$ cat src/rtl/pll_seq_pkg.sv
package pll_seq_pkg;
  localparam int WORD_W  = 32;
  localparam int M_W     = 11;
  localparam int N_W     = 5;
  localparam int VCO_W   = 6;
  localparam int PROP_W  = 6;
  localparam int HSR_W   = 7;
  localparam int CFG_W   = 8;

  // main word layout
  localparam int CFGR_LSB   = 0;
  localparam int CFGR_W     = 6;
  localparam int CSEL_LSB   = 6;
  localparam int HSR_LSB    = 8;
  localparam int UPD_BIT    = 17;
  localparam int SHCLR_BIT  = 18;
  localparam logic [1:0] CSEL_GEN = 2'd1;

  // word 0 layout
  localparam int MOFF_W    = 10;
  localparam int NOFF_LSB  = 10;
  localparam int NOFF_W    = 4;
  localparam int VCO_LSB   = 14;
  localparam int PROP_LSB  = 20;

  // word 1 layout
  localparam logic [1:0] GMP_VAL    = 2'd1;
  localparam int         BIAS_LSB   = 2;
  localparam logic [6:0] BIAS_VAL   = 7'h10;

  localparam int CFG_BASE_MHZ = 17;

  typedef enum logic [2:0] {
    ST_IDLE,
    ST_CSEL,
    ST_SHCLR,
    ST_REL,
    ST_LOAD,
    ST_SETTLE,
    ST_UPD
  } seq_state_t;
endpackage

$ cat src/rtl/pll_wait_timer.sv
module pll_wait_timer #(
  parameter int CW = 8
) (
  input  logic          clk,
  input  logic          rst,
  input  logic          load,
  input  logic [CW-1:0] load_val,
  output logic          expired
);
  logic [CW-1:0] cnt_q;

  always_ff @(posedge clk) begin
    if (rst) begin
      cnt_q <= '0;
    end else if (load) begin
      cnt_q <= load_val;
    end else if (cnt_q != '0) begin
      cnt_q <= cnt_q - 1'b1;
    end
  end

  assign expired = (cnt_q == '0);
endmodule

$ cat src/rtl/pll_word_pack.sv
module pll_word_pack
  import pll_seq_pkg::*;
(
  input  logic [M_W-1:0]    m,
  input  logic [N_W-1:0]    n,
  input  logic [VCO_W-1:0]  vco,
  input  logic [PROP_W-1:0] prop,
  input  logic [HSR_W-1:0]  hsr,
  input  logic [CFG_W-1:0]  cfg_mhz,
  output logic [WORD_W-1:0] main_base,
  output logic [WORD_W-1:0] word0,
  output logic [WORD_W-1:0] word1
);
  logic [M_W-1:0]   m_off;
  logic [N_W-1:0]   n_off;
  logic [CFG_W-1:0] cfg_off;
  logic [CFG_W+1:0] cfg_x4;

  always_comb begin
    m_off   = m - M_W'(2);
    n_off   = n - N_W'(1);
    cfg_off = cfg_mhz - CFG_W'(CFG_BASE_MHZ);
    cfg_x4  = {cfg_off, 2'b00};

    main_base = '0;
    main_base[CSEL_LSB +: 2]        = CSEL_GEN;
    main_base[CFGR_LSB +: CFGR_W]   = cfg_x4[CFGR_W-1:0];
    main_base[HSR_LSB +: HSR_W]     = hsr;

    word0 = '0;
    word0[0 +: MOFF_W]         = m_off[MOFF_W-1:0];
    word0[NOFF_LSB +: NOFF_W]  = n_off[NOFF_W-1:0];
    word0[VCO_LSB +: VCO_W]    = vco;
    word0[PROP_LSB +: PROP_W]  = prop;

    word1 = '0;
    word1[1:0]           = GMP_VAL;
    word1[BIAS_LSB +: 7] = BIAS_VAL;
  end
endmodule

$ cat src/rtl/pll_prog_seq.sv
module pll_prog_seq
  import pll_seq_pkg::*;
#(
  parameter int STEP_CYC   = 100,
  parameter int SETTLE_CYC = 1000,
  parameter int UPD_CYC    = 1000
) (
  input  logic              clk,
  input  logic              rst,
  input  logic              start_i,
  input  logic              stop_i,
  input  logic [10:0]       m_i,
  input  logic [4:0]        n_i,
  input  logic [5:0]        vco_i,
  input  logic [5:0]        prop_i,
  input  logic [6:0]        hsr_i,
  input  logic [7:0]        cfg_mhz_i,
  output logic [31:0]       ctrl_main_o,
  output logic [31:0]       ctrl_w0_o,
  output logic [31:0]       ctrl_w1_o,
  output logic              ref_en_o,
  output logic              busy_o,
  output logic              done_o
);
  localparam int WAIT_MAX = (STEP_CYC > SETTLE_CYC)
                          ? ((STEP_CYC > UPD_CYC) ? STEP_CYC : UPD_CYC)
                          : ((SETTLE_CYC > UPD_CYC) ? SETTLE_CYC : UPD_CYC);
  localparam int CW = $clog2(WAIT_MAX + 1) + 1;

  seq_state_t state_q;

  logic [M_W-1:0]    cap_m_q;
  logic [N_W-1:0]    cap_n_q;
  logic [VCO_W-1:0]  cap_vco_q;
  logic [PROP_W-1:0] cap_prop_q;
  logic [HSR_W-1:0]  cap_hsr_q;
  logic [CFG_W-1:0]  cap_cfg_q;

  logic [WORD_W-1:0] main_q, w0_q, w1_q;
  logic              ref_en_q, busy_q, done_q;

  logic [WORD_W-1:0] main_base, word0, word1;
  logic              tmr_load, tmr_exp;
  logic [CW-1:0]     tmr_val;
  logic              go;

  assign go = start_i && (state_q == ST_IDLE) && !stop_i;

  pll_word_pack u_pack (
    .m         (cap_m_q),
    .n         (cap_n_q),
    .vco       (cap_vco_q),
    .prop      (cap_prop_q),
    .hsr       (cap_hsr_q),
    .cfg_mhz   (cap_cfg_q),
    .main_base (main_base),
    .word0     (word0),
    .word1     (word1)
  );

  pll_wait_timer #(.CW(CW)) u_tmr (
    .clk      (clk),
    .rst      (rst),
    .load     (tmr_load),
    .load_val (tmr_val),
    .expired  (tmr_exp)
  );

  always_comb begin
    tmr_load = 1'b0;
    tmr_val  = '0;
    case (state_q)
      ST_IDLE:   if (go)      begin tmr_load = 1'b1; tmr_val = CW'(STEP_CYC - 1); end
      ST_CSEL:   if (tmr_exp) begin tmr_load = 1'b1; tmr_val = CW'(STEP_CYC - 1); end
      ST_SHCLR:  if (tmr_exp) begin tmr_load = 1'b1; tmr_val = CW'(STEP_CYC - 1); end
      ST_LOAD:   begin tmr_load = 1'b1; tmr_val = CW'(SETTLE_CYC - 1); end
      ST_SETTLE: if (tmr_exp) begin tmr_load = 1'b1; tmr_val = CW'(UPD_CYC - 1); end
      default:   ;
    endcase
  end

  always_ff @(posedge clk) begin
    if (rst) begin
      cap_m_q <= '0; cap_n_q <= '0; cap_vco_q <= '0;
      cap_prop_q <= '0; cap_hsr_q <= '0; cap_cfg_q <= '0;
    end else if (go) begin
      cap_m_q    <= m_i;
      cap_n_q    <= n_i;
      cap_vco_q  <= vco_i;
      cap_prop_q <= prop_i;
      cap_hsr_q  <= hsr_i;
      cap_cfg_q  <= cfg_mhz_i;
    end
  end

  always_ff @(posedge clk) begin
    if (rst || stop_i) begin
      state_q  <= ST_IDLE;
      main_q   <= '0;
      w0_q     <= '0;
      w1_q     <= '0;
      ref_en_q <= 1'b0;
      busy_q   <= 1'b0;
      done_q   <= 1'b0;
    end else begin
      done_q <= 1'b0;
      case (state_q)
        ST_IDLE: if (go) begin
          main_q <= '0;
          main_q[CSEL_LSB +: 2] <= CSEL_GEN;
          busy_q  <= 1'b1;
          state_q <= ST_CSEL;
        end
        ST_CSEL: if (tmr_exp) begin
          main_q[SHCLR_BIT] <= 1'b1;
          state_q <= ST_SHCLR;
        end
        ST_SHCLR: if (tmr_exp) begin
          main_q[SHCLR_BIT] <= 1'b0;
          state_q <= ST_REL;
        end
        ST_REL: if (tmr_exp) begin
          main_q  <= main_base;
          w0_q    <= word0;
          w1_q    <= word1;
          state_q <= ST_LOAD;
        end
        ST_LOAD: begin
          ref_en_q <= 1'b1;
          state_q  <= ST_SETTLE;
        end
        ST_SETTLE: if (tmr_exp) begin
          main_q[UPD_BIT] <= 1'b1;
          state_q <= ST_UPD;
        end
        ST_UPD: if (tmr_exp) begin
          main_q[UPD_BIT] <= 1'b0;
          done_q  <= 1'b1;
          busy_q  <= 1'b0;
          state_q <= ST_IDLE;
        end
        default: state_q <= ST_IDLE;
      endcase
    end
  end

  assign ctrl_main_o = main_q;
  assign ctrl_w0_o   = w0_q;
  assign ctrl_w1_o   = w1_q;
  assign ref_en_o    = ref_en_q;
  assign busy_o      = busy_q;
  assign done_o      = done_q;

  // update-pulse width monitor
  logic [CW-1:0] upd_run_q;
  always_ff @(posedge clk) begin
    if (rst) upd_run_q <= '0;
    else if (main_q[UPD_BIT]) upd_run_q <= upd_run_q + 1'b1;
    else upd_run_q <= '0;
  end


  upd_width_chk: assert property (@(posedge clk) disable iff (rst)
    ($fell(main_q[UPD_BIT]) && !$past(stop_i)) |-> (upd_run_q == CW'(UPD_CYC)));


  done_pulse_chk: assert property (@(posedge clk) disable iff (rst)
    done_o |=> !done_o);


  upd_needs_ref_chk: assert property (@(posedge clk) disable iff (rst)
    $rose(main_q[UPD_BIT]) |-> ref_en_q);


  shclr_with_csel_chk: assert property (@(posedge clk) disable iff (rst)
    main_q[SHCLR_BIT] |-> (main_q[CSEL_LSB +: 2] == CSEL_GEN));


  start_word_chk: assert property (@(posedge clk) disable iff (rst)
    $rose(busy_o) |-> (ctrl_main_o == 32'h40));


  busy_hold_chk: assert property (@(posedge clk) disable iff (rst)
    (busy_q && start_i && !stop_i) |=> ($stable(cap_m_q) && $stable(cap_hsr_q)));


  stop_clear_chk: assert property (@(posedge clk) disable iff (rst)
    stop_i |=> (main_q == '0 && w0_q == '0 && w1_q == '0 && !ref_en_q && !busy_q));
endmodule

$ cat config.mk
export PLATFORM = sky130hd
export DESIGN_NAME = pll_prog_seq
export DESIGN_NICKNAME = d
export VERILOG_FILES = /design/src/rtl/pll_seq_pkg.sv /design/src/rtl/pll_wait_timer.sv /design/src/rtl/pll_word_pack.sv /design/src/rtl/pll_prog_seq.sv
export SDC_FILE = /design/constraint.sdc
export NUM_CORES = 1
export LEC_CHECK = 0
export BUFFER_PORTS_ARGS = -buffer_cell sky130_fd_sc_hd__clkbuf_2
export CORE_MARGIN = 5
export CORE_UTILIZATION = 35
export CTS_CLUSTER_DIAMETER = 200
export DETAILED_ROUTE_END_ITERATION = 12
export GPL_ROUTABILITY_DRIVEN = 1
export HOLD_SLACK_MARGIN = 0.1
export PLACE_DENSITY = 0.67
export SYNTH_ARGS = -nofsm -noshare
export SYNTH_HDL_FRONTEND = slang
export SYNTH_SLANG_ARGS = --single-unit
$ cat constraint.sdc
create_clock -name clk -period 2.2 [get_ports clk]
set_input_delay 0.22 -clock clk [delete_from_list [all_inputs] [get_ports clk]]
set_output_delay 0.22 -clock clk [all_outputs]
set_load 0.03 [all_outputs]
==> results.md, run 1 <==
- Final hold violation count: 0
- Drt via density: 4.741
- Main synth FF type: dfxtp_1
- Total CTS buffers: 9
- # nets final: 691
- Final instance area: 5306 sq um
- CP Capture Type: flip-flop
- Vias in the first global route: 3534
- Largest net degree at the start of global routing: 45
- Hold Path Origin: m_i[8]
- IO Pins: 146
- Detailed-placement wirelength estimate: 7.137 mm
- Adder-Cell Fraction of Synth Area: 1.174%
- Layout cell share with drive strength beyond 1: 21.12%
- Vias: 3750
- Yosys synthesis warning count: 0
- Core footprint: 11960 sq um
- Synthesized area per cell: 8.074 sq um
- Simple-Gate Fraction of Synth Area: 21.04%
- Pleak: 0.002172 uW
- TritonRoute pass-1 iters: 5
- Congestion Overflow GR: 0
- Seq/Total Area, Yosys: 44.61%
- R2r endpoint: ctrl_main_o[13]
- Worst Hold Endpoint: cap_m_q[8]
- Final wirelength: 10.70 mm
- Dpl cell area: 4627 sq um
- Rel. slew slack: 59.20%
- FF+latch count, synth: 95
- Total track usage: 14.43%
- Final setup fails: 0
- Clock Tree Root: clkbuf_16
- IO Port Bufs: 85
- Synth Instances: 528
- Peak supply drop: 0.0003154 V
- Chip width: 120.4 um
- Worst endpoint required time: 2.47 ns
- WS Path Type: flip-flop to flip-flop
- CTS sink count: 95
- Layout Cells excl Fill: 791
- DR DRC count: 0
- EDFF count, synth: 0
- Htree depth: 3
- CP arrival: 2.39 ns
- PwrDens: 824.9 nW/um^2
- Total Power: 4377 uW
- # diodes: 0
- Die Y: 120.4 um
- Routability cong.: 0.8120
- Largest family of logic cells by synthesized area: simple AND/OR/NAND/NOR gates
- Initial Util: 35.64%
- Slew Viols, Final: 0
- Initial antenna violation count: 0
- First-pass GRT wire length: 16.82 mm
- Library cells used by synthesis: 35
- Ys async rst share: 0%
- # fillers: 1175
- Clk pin slew, worst setup/hold paths: 0.06 ns
- Compound-gate portion of the synthesized area: 15.00%
- Clk_lat worst skew: 0.34 ns
- Routed wire per std cell: 13.53 um
- Final period util: 96.48%
- # rows: 40
- Fin util: 44.36%
- Fin Setup TNS: 0 ns
- DR iter-0 viols: 240
- Reg2Reg Depth: 7
- Worst Clk Skew: 0.004114 ns
- Nature of the critical path startpoint: flip-flop
- Status: completed
- Hold crit path type: primary input to flip-flop
- Critical path peak fanout: 16
- Max-capacitance violation count: 0
- Synth-to-Final Area Change: 24.48%
- CTS tree: done
- Synthesized area: 4263 sq um
- Worst hold path depth: 3
- FF+latch area: 1902 sq um
- Peak Freq: 471.1 MHz
- Die area: 14490 sq um
- Slew @ Worst Pin: 0.6120 ns
- Max Buffers Root-to-Sink: 2
- Placed insts: 739
- Fraction of synthesized area in multiplexers: 0%
- RR Startpoint: u_tmr.cnt_q[6]
- Area of the multi-input gates: 1972 sq um
- R2r setup slk: 0.08 ns
- XOR/XNOR Fraction of Synth Area: 3.904%
- Final min period: 2.123 ns
- Post-DRT Antenna Nets: 0
==> stage by stage <==
step           setup WS (ns)  hold slack [ns]
3_3_place_gp         0.06991           0.4387
6_report             0.07744           0.1093
3_5_place_dp         0.04861           0.4456
2_1_floorplan         0.2628           0.3560
4_1_cts          0.000002665           0.1007
5_1_grt             -0.02092           0.1136
==> worst max-delay path by stage <==
stage                              start               to  slack [ns]  cells after the start
final                     u_tmr.cnt_q[6]  ctrl_main_o[13]        0.08                      7
after CTS                 u_tmr.cnt_q[6]    ctrl_w0_o[19]    0.000003                      6
after global routing      u_tmr.cnt_q[6]  ctrl_main_o[14]       -0.02                      7
after detailed placement  u_tmr.cnt_q[6]  ctrl_main_o[13]        0.05                      6
after global placement    u_tmr.cnt_q[6]     ctrl_w0_o[7]        0.07                      6
after floorplan           u_tmr.cnt_q[6]  ctrl_main_o[11]        0.26                      6
==> final cells by class <==
type                    instances  area share (%)
flip-flops and latches         95           35.84
clock buffers                  11           4.386
inverters                      12          0.8489
multi-input cells             388           37.16
repair buffers                134           17.85
clock inverters                 4          0.4480
well taps                     147           3.466
==> worst max-delay path, stage by stage (launching register included) <==
cell     delay (ns)
dfxtp_1        0.35
or4_4          0.56
nor4_4         0.38
nor2b_4        0.23
buf_12         0.14
buf_8          0.16
nand2_1        0.07
a21oi_1        0.15
==> state kept, by name (all words and copies together) (netlist names) <==
register,cells
ctrl_w0_o,26
done_o,1
cap_cfg_q,4
u_tmr.cnt_q,11
cap_m_q,10
busy_o,1
ref_en_o,1
state_q,3
cap_prop_q,6
cap_vco_q,6
cap_n_q,4
ctrl_main_o,14
ctrl_w1_o,1
cap_hsr_q,7
==> timing repair <==
action                                  4_1_cts  5_1_grt
endpoints found under the setup margin        0       40
buffers inserted                              0        4
hold buffers                                 30        0
endpoints found under the hold margin        30        0
resized for setup                             0        5
==> power breakdown <==
| part | switching (uW) | internal [uW] | leakage (uW) |
|---|---|---|---|
| Combinational | 617 | 443 | 0.00127 |
| Sequential | 102 | 1820 | 0.000772 |
| Clock | 635 | 756 | 0.000129 |
| Total | 1360 | 3020 | 0.00217 |
==> layout by cell type, fill, tap and decap left out, drive strengths merged, types with 2 or more instances in the layout <==
| cell type | netlist | final |
|---|---|---|
| a211oi | 12 | 12 |
| a21oi | 73 | 73 |
| a22oi | 4 | 4 |
| a31oi | 2 | 2 |
| buf | 63 | 17 |
| clkbuf | 23 | 98 |
| clkinv | 0 | 4 |
| conb | 1 | 54 |
| dfxtp | 95 | 95 |
| dlygate4sd3 | 0 | 30 |
| ha | 4 | 4 |
| inv | 12 | 12 |
| nand2 | 118 | 118 |
| nand2b | 3 | 3 |
| nand3 | 14 | 14 |
| nor2 | 38 | 38 |
| nor2b | 4 | 4 |
| nor3 | 15 | 15 |
| nor4 | 7 | 7 |
| o21ai | 7 | 7 |
| or4 | 3 | 3 |
| xnor2 | 12 | 12 |
| xor2 | 7 | 7 |
==> cells by family after synthesis <==
family,after synthesis
flops,95
compound gates,103
xor+xnor,19
fa+ha+maj,4
simple gates,208
buf+inv,98
other cells,1
==> layer usage <==
metal / vias to the layer above / track usage, % / routed length (um)
li1: 1863 / - / -
met1: 1750 / 17.10 / 4555
met4: 0 / 4.462 / 108
met2: 126 / 24.55 / 5286
met5: - / 0 / 0
met3: 11 / 5.005 / 753
==> cell usage after synthesis (all sizes together) (2+ instances only) <==
library cell / number / area (sq um)
nor3: 15 / 75.07
a21oi: 73 / 365.4
nor4: 7 / 58.81
ha: 4 / 50.05
xnor2: 12 / 105.1
a31oi: 2 / 12.51
nand3: 14 / 70.07
nand2b: 3 / 18.77
o21ai: 7 / 35.03
xor2: 7 / 61.31
a211oi: 12 / 150.1
nor2b: 4 / 25.02
buf: 63 / 473.0
a22oi: 4 / 30.03
dfxtp: 95 / 1902
nand2: 118 / 442.9
nor2: 38 / 142.6
inv: 12 / 45.04
clkbuf: 23 / 86.33
or4: 3 / 22.52
Note: power is estimated with default switching activity, not from simulation.
==> run 2: changes to the inputs <==
- CAP_MARGIN: default -> 20
- CORE_MARGIN: 5 -> 1
==> run 2 against run 1 <==
Global-route usage grew 1.4 points. Sequential cell count stayed put. Routed wire length shrank 5.5%. Register-to-register slack about the same. Utilization grew 1.6 points. Sequential power about the same. Largest cell class unchanged. Clock skew up 0.0039 ns. First-iteration DRC count grew 2.1%. Hold slack got worse by 0.0011 ns.
==> results.md, run 2 (synthesis results as in run 1) <==
- CP arrival: 2.32 ns
- Clk_lat worst skew: 0.34 ns
- Initial antenna violation count: 0
- Routability cong.: 0.7890
- CTS sink count: 95
- Reg2Reg Depth: 8
- # diodes: 0
- Fin util: 45.99%
- Slew Viols, Final: 0
- Worst Clk Skew: 0.007993 ns
- Status: completed
- Congestion Overflow GR: 0
- Largest net degree at the start of global routing: 45
- Max-capacitance violation count: 0
- Hold crit path type: primary input to flip-flop
- Routed wire per std cell: 12.84 um
- Peak supply drop: 0.0003893 V
- # nets final: 691
- R2r endpoint: ctrl_w0_o[2]
- Rel. slew slack: 56.19%
- Most common cell after layout, fill and taps aside: nand2_1
- WS Path Type: flip-flop to flip-flop
- Vias in the first global route: 3342
- Final hold violation count: 0
- Worst Hold Endpoint: cap_cfg_q[2]
- Worst endpoint required time: 2.41 ns
- Synth-to-Final Area Change: 25.83%
- # rows: 39
- Max Buffers Root-to-Sink: 2
- RR Startpoint: u_tmr.cnt_q[6]
- RSZ-0062 raised after global routing: false
- TritonRoute pass-1 iters: 4
- Slowest-stage cell, CP: or4_4
- Final instance area: 5364 sq um
- Fin Setup TNS: 0 ns
- PwrDens: 853.5 nW/um^2
- # fillers: 1147
- Layout cell share with drive strength beyond 1: 22.02%
- Drt via density: 4.703
- Die Y: 112.4 um
- CTS tree: done
- Htree depth: 3
- Final wirelength: 10.12 mm
- Nature of the critical path startpoint: flip-flop
- Detailed-placement wirelength estimate: 6.572 mm
- Final setup fails: 0
- Final period util: 95.94%
- Total track usage: 15.87%
- Most frequent cells in the layout: 118 x nand2_1, 94 x dfxtp_1, 85 x clkbuf_2
- Final worst slack: 0.08927 ns
- DR iter-0 viols: 245
- Clock Tree Root: clkbuf_16
- DR DRC count: 0
- Vias: 3706
- First-pass GRT wire length: 15.93 mm
- Post-DRT Antenna Nets: 0
- Initial Util: 36.55%
- Hold Path Origin: cfg_mhz_i[2]
- Die area: 12620 sq um
- Pleak: 0.002195 uW
- Dpl cell area: 4642 sq um
- Final min period: 2.111 ns
- Place WS: 0.04967 ns
- R2r setup slk: 0.09 ns
- Clk pin slew, worst setup/hold paths: 0.07 ns
- Core footprint: 11660 sq um
- Chip width: 112.4 um
- CP Capture Type: flip-flop
- Worst hold path depth: 3
- IO Port Bufs: 85
- Worst path cell trace: or4_4, nor4_4, buf_4, nor2b_4, buf_12, buf_6, buf_6, a211oi_2
- IO Pins: 146
- Critical path peak fanout: 9
- Slew @ Worst Pin: 0.6542 ns
- Total CTS buffers: 9
- Max reg flops: 26
- Slowest stage delay, CP: 0.55 ns
- Top cell by count, worst path: buf_6
- Peak Freq: 473.8 MHz
## run 2: area by class of cell
| class | instances | area (sq um) | area share (%) |
|---|---|---|---|
| Clock inverter | 7 | 81.33 | 1.516 |
| Timing Repair Buffer | 134 | 958.4 | 17.87 |
| Clock buffer | 9 | 225.2 | 4.199 |
| Inverter | 12 | 45.04 | 0.8397 |
| Sequential cell | 95 | 1903 | 35.48 |
| Tap cell | 143 | 178.9 | 3.336 |
| Multi-Input combinational cell | 388 | 1972 | 36.76 |
## run 2: critical path, delay by kind of cell, from the launching register on
| kind | cells | cell delay (ns) |
|---|---|---|
| compound gates | 1 | 0.08 |
| buf+inv | 4 | 0.56 |
| flops | 1 | 0.35 |
| simple gates | 3 | 0.98 |
## run 2: per-stage QoR
stage	instances	power (uW)	hold slack, ns
after detailed placement	736	2931	0.4446
after global placement	736	2909	0.4404
after floorplan	581	2783	0.3560
final	788	4578	0.1082
after CTS	780	4576	0.1001
after global routing	788	4814	0.1077
## run 2: timing repair
action,CTS,global route
endpoints found under the hold margin,28,0
setup buffers,0,4
setup endpoints to repair,0,39
gates resized for setup,0,6
hold buffers,28,0
## run 2: worst max path at each step
stage	startpoint	endpoint	slack (ns)	depth (start not counted)
2_1_floorplan	u_tmr.cnt_q[6]	ctrl_main_o[11]	0.26	6
3_3_place_gp	u_tmr.cnt_q[6]	ctrl_w0_o[3]	0.10	6
3_5_place_dp	u_tmr.cnt_q[6]	ctrl_main_o[11]	0.05	6
4_1_cts	u_tmr.cnt_q[6]	ctrl_w0_o[2]	0.02	6
5_1_grt	u_tmr.cnt_q[0]	u_tmr.cnt_q[0]	0.002	8
6_report	u_tmr.cnt_q[6]	ctrl_w0_o[2]	0.09	8
## run 2: power breakdown
group	internal (uW)	leakage, uW	switching, uW	total, uW
combinational	440	0.00128	618	1060
clock	896	0.000145	695	1590
sequential	1820	0.000772	105	1930
total	3160	0.00220	1420	4580
## run 2: per-layer routing
| layer | wire length [um] | track usage, % |
|---|---|---|
| met1 | 4685 | 20.49 |
| met2 | 4812 | 25.92 |
| met3 | 447 | 3.564 |
| met4 | 169 | 5.956 |
| met5 | 0 | 0 |
==> run 3: changes to the inputs <==
- PLACE_DENSITY: 0.67 -> default
==> run 3 against run 2 <==
Routed wire length grew 0.14%. Global-route usage grew 0.56 points. Critical endpoint is now ctrl_w0_o[6]. Via count grew 0.11%. Die area is the same. Largest power group unchanged. Register-to-register slack gained 0.05 ns. Total power grew 0.40%. Combinational power is essentially flat. Setup slack gained 0.050 ns.
==> results.md, run 3 (synthesis results as in run 1) <==
- CP arrival: 2.32 ns
- Vias: 3710
- Final hold violation count: 0
- Die area: 12620 sq um
- Drt via density: 4.750
- Peak Freq: 485.4 MHz
- # nets final: 684
- Int Pwr: 3185 uW
- Final period util: 93.65%
- Post-DRT Antenna Nets: 0
- RSZ-0062 raised after global routing: false
- FF+latch area: 1902 sq um
- Dpl cell area: 4629 sq um
- NetSw: 1411 uW
- IO Pins: 146
- CP Capture Type: flip-flop
- Status: completed
- Clock network power share: 34.6%
- DR DRC count: 0
- Layout cell share with drive strength beyond 1: 21.32%
- Die Y: 112.4 um
- Vias in the first global route: 3469
- Pleak: 0.002142 uW
- Clk pin slew, worst setup/hold paths: 0.07 ns
- # fillers: 1172
- Max reg flops: 26
- CTS sink count: 95
- Core footprint: 11660 sq um
- Combinational Power Share: 23.5%
- IO Port Bufs: 85
- Max-capacitance violation count: 0
- Clock Tree Root: clkbuf_16
- Net Sw Frac: 30.71%
- Detailed-placement wirelength estimate: 6.760 mm
- Final setup fails: 0
- CTS tree: done
- Max Buffers Root-to-Sink: 2
- Clk_lat worst skew: 0.34 ns
- # rows: 39
- Hold crit path type: primary input to flip-flop
- # diodes: 0
- Area of the multi-input gates: 1972 sq um
- Worst endpoint required time: 2.46 ns
- WS Path Type: flip-flop to flip-flop
- Worst Clk Skew: 0.007114 ns
- Most common cell after layout, fill and taps aside: nand2_1
- Congestion Overflow GR: 0
- First-pass GRT wire length: 16.44 mm
- Fin Setup TNS: 0 ns
- Synth-to-Final Area Change: 22.95%
- Nature of the critical path startpoint: flip-flop
- Slew @ Worst Pin: 0.5915 ns
- PwrDens: 877.0 nW/um^2
- Initial Util: 36.55%
- Placed insts: 736
- Rel. slew slack: 60.57%
- DR iter-0 viols: 239
- TritonRoute pass-1 iters: 5
- Final instance area: 5241 sq um
- Htree depth: 3
- Final min period: 2.060 ns
- Sequential Power Share: 42.0%
- Chip width: 112.4 um
- Total track usage: 16.43%
- Most frequent cells in the layout: 118 x nand2_1, 95 x dfxtp_1, 85 x clkbuf_2
- Routability cong.: 0.8555
- Total CTS buffers: 9
- Peak supply drop: 0.0005909 V
- Routed wire per std cell: 12.97 um
- Critical path peak fanout: 20
- Initial antenna violation count: 0
- Slew Viols, Final: 0
- Final wirelength: 10.13 mm
- Layout Cells excl Fill: 781
- Largest net degree at the start of global routing: 45
==> run 3: changes by cell type in the layout (fill, tap and decap cells not counted), moves of 2 or more <==
cell	previous run	this run
buf_12	3	1
buf_4	11	14
buf_6	4	0
dlygate4sd3_1	28	26
inv_8	2	0
==> run 3: path summary, 6_finish.rpt <==
kind | slack, ns | end | depth (start not counted) | from
hold reg to reg | 0.45 | ctrl_w0_o[14] | 2 | ctrl_w0_o[14]
setup / recovery | 0.14 | ctrl_w0_o[6] | 7 | u_tmr.cnt_q[2]
setup reg to reg | 0.14 | ctrl_w0_o[6] | 7 | u_tmr.cnt_q[2]
hold / removal | 0.11 | cap_prop_q[5] | 3 | prop_i[5]
==> run 3: routing by layer <==
| layer | wire, um | GRT usage, % |
|---|---|---|
| met5 | 0 | 0 |
| met4 | 56 | 4.356 |
| met3 | 561 | 5.076 |
| met2 | 4932 | 28.20 |
| met1 | 4579 | 19.93 |
==> run 3: area by class of cell <==
cell class	instances	share of cell area (%)
Clock inverter	6	1.313
Multi-Input combinational cell	388	37.62
Clock buffer	10	4.560
Sequential cell	95	36.29
Tap cell	143	3.414
Inverter	12	0.8594
Timing Repair Buffer	127	15.95
==> run 3: metrics by stage <==
step	total power, uW	hold WS (ns)	util (%)	setup slack, ns
6_report	4597	0.1145	44.94	0.1397
2_1_floorplan	2783	0.3560	-	0.2628
3_5_place_dp	2968	0.4444	39.70	0.1341
3_3_place_gp	2936	0.4395	39.70	0.1899
4_1_cts	4617	0.1002	44.57	0.1095
5_1_grt	4861	0.1034	44.94	0.02715
==> run 3: repair_timing <==
item | in CTS | in global routing
hold endpoints to repair | 26 | 0
setup buffers | 0 | 2
resized for setup | 0 | 1
hold buffers | 26 | 0
endpoints found under the setup margin | 0 | 9
==> run 3: power by group through the flow <==
stage	registers [uW]	logic [uW]	clock network, uW
2_1_floorplan	1940	845	0
3_3_place_gp	1950	982	0
3_5_place_dp	1960	1010	0
4_1_cts	1920	1050	1640
5_1_grt	1940	1200	1720
6_report	1930	1080	1590
==> run 3: worst max-delay path, stage by stage, from the launching register on <==
cell      delay [ns]
dfxtp_1         0.35
or3_1           0.46
nor4_4          0.26
buf_4           0.20
nor2b_4         0.25
buf_12          0.19
nor2_1          0.06
a211oi_2        0.20
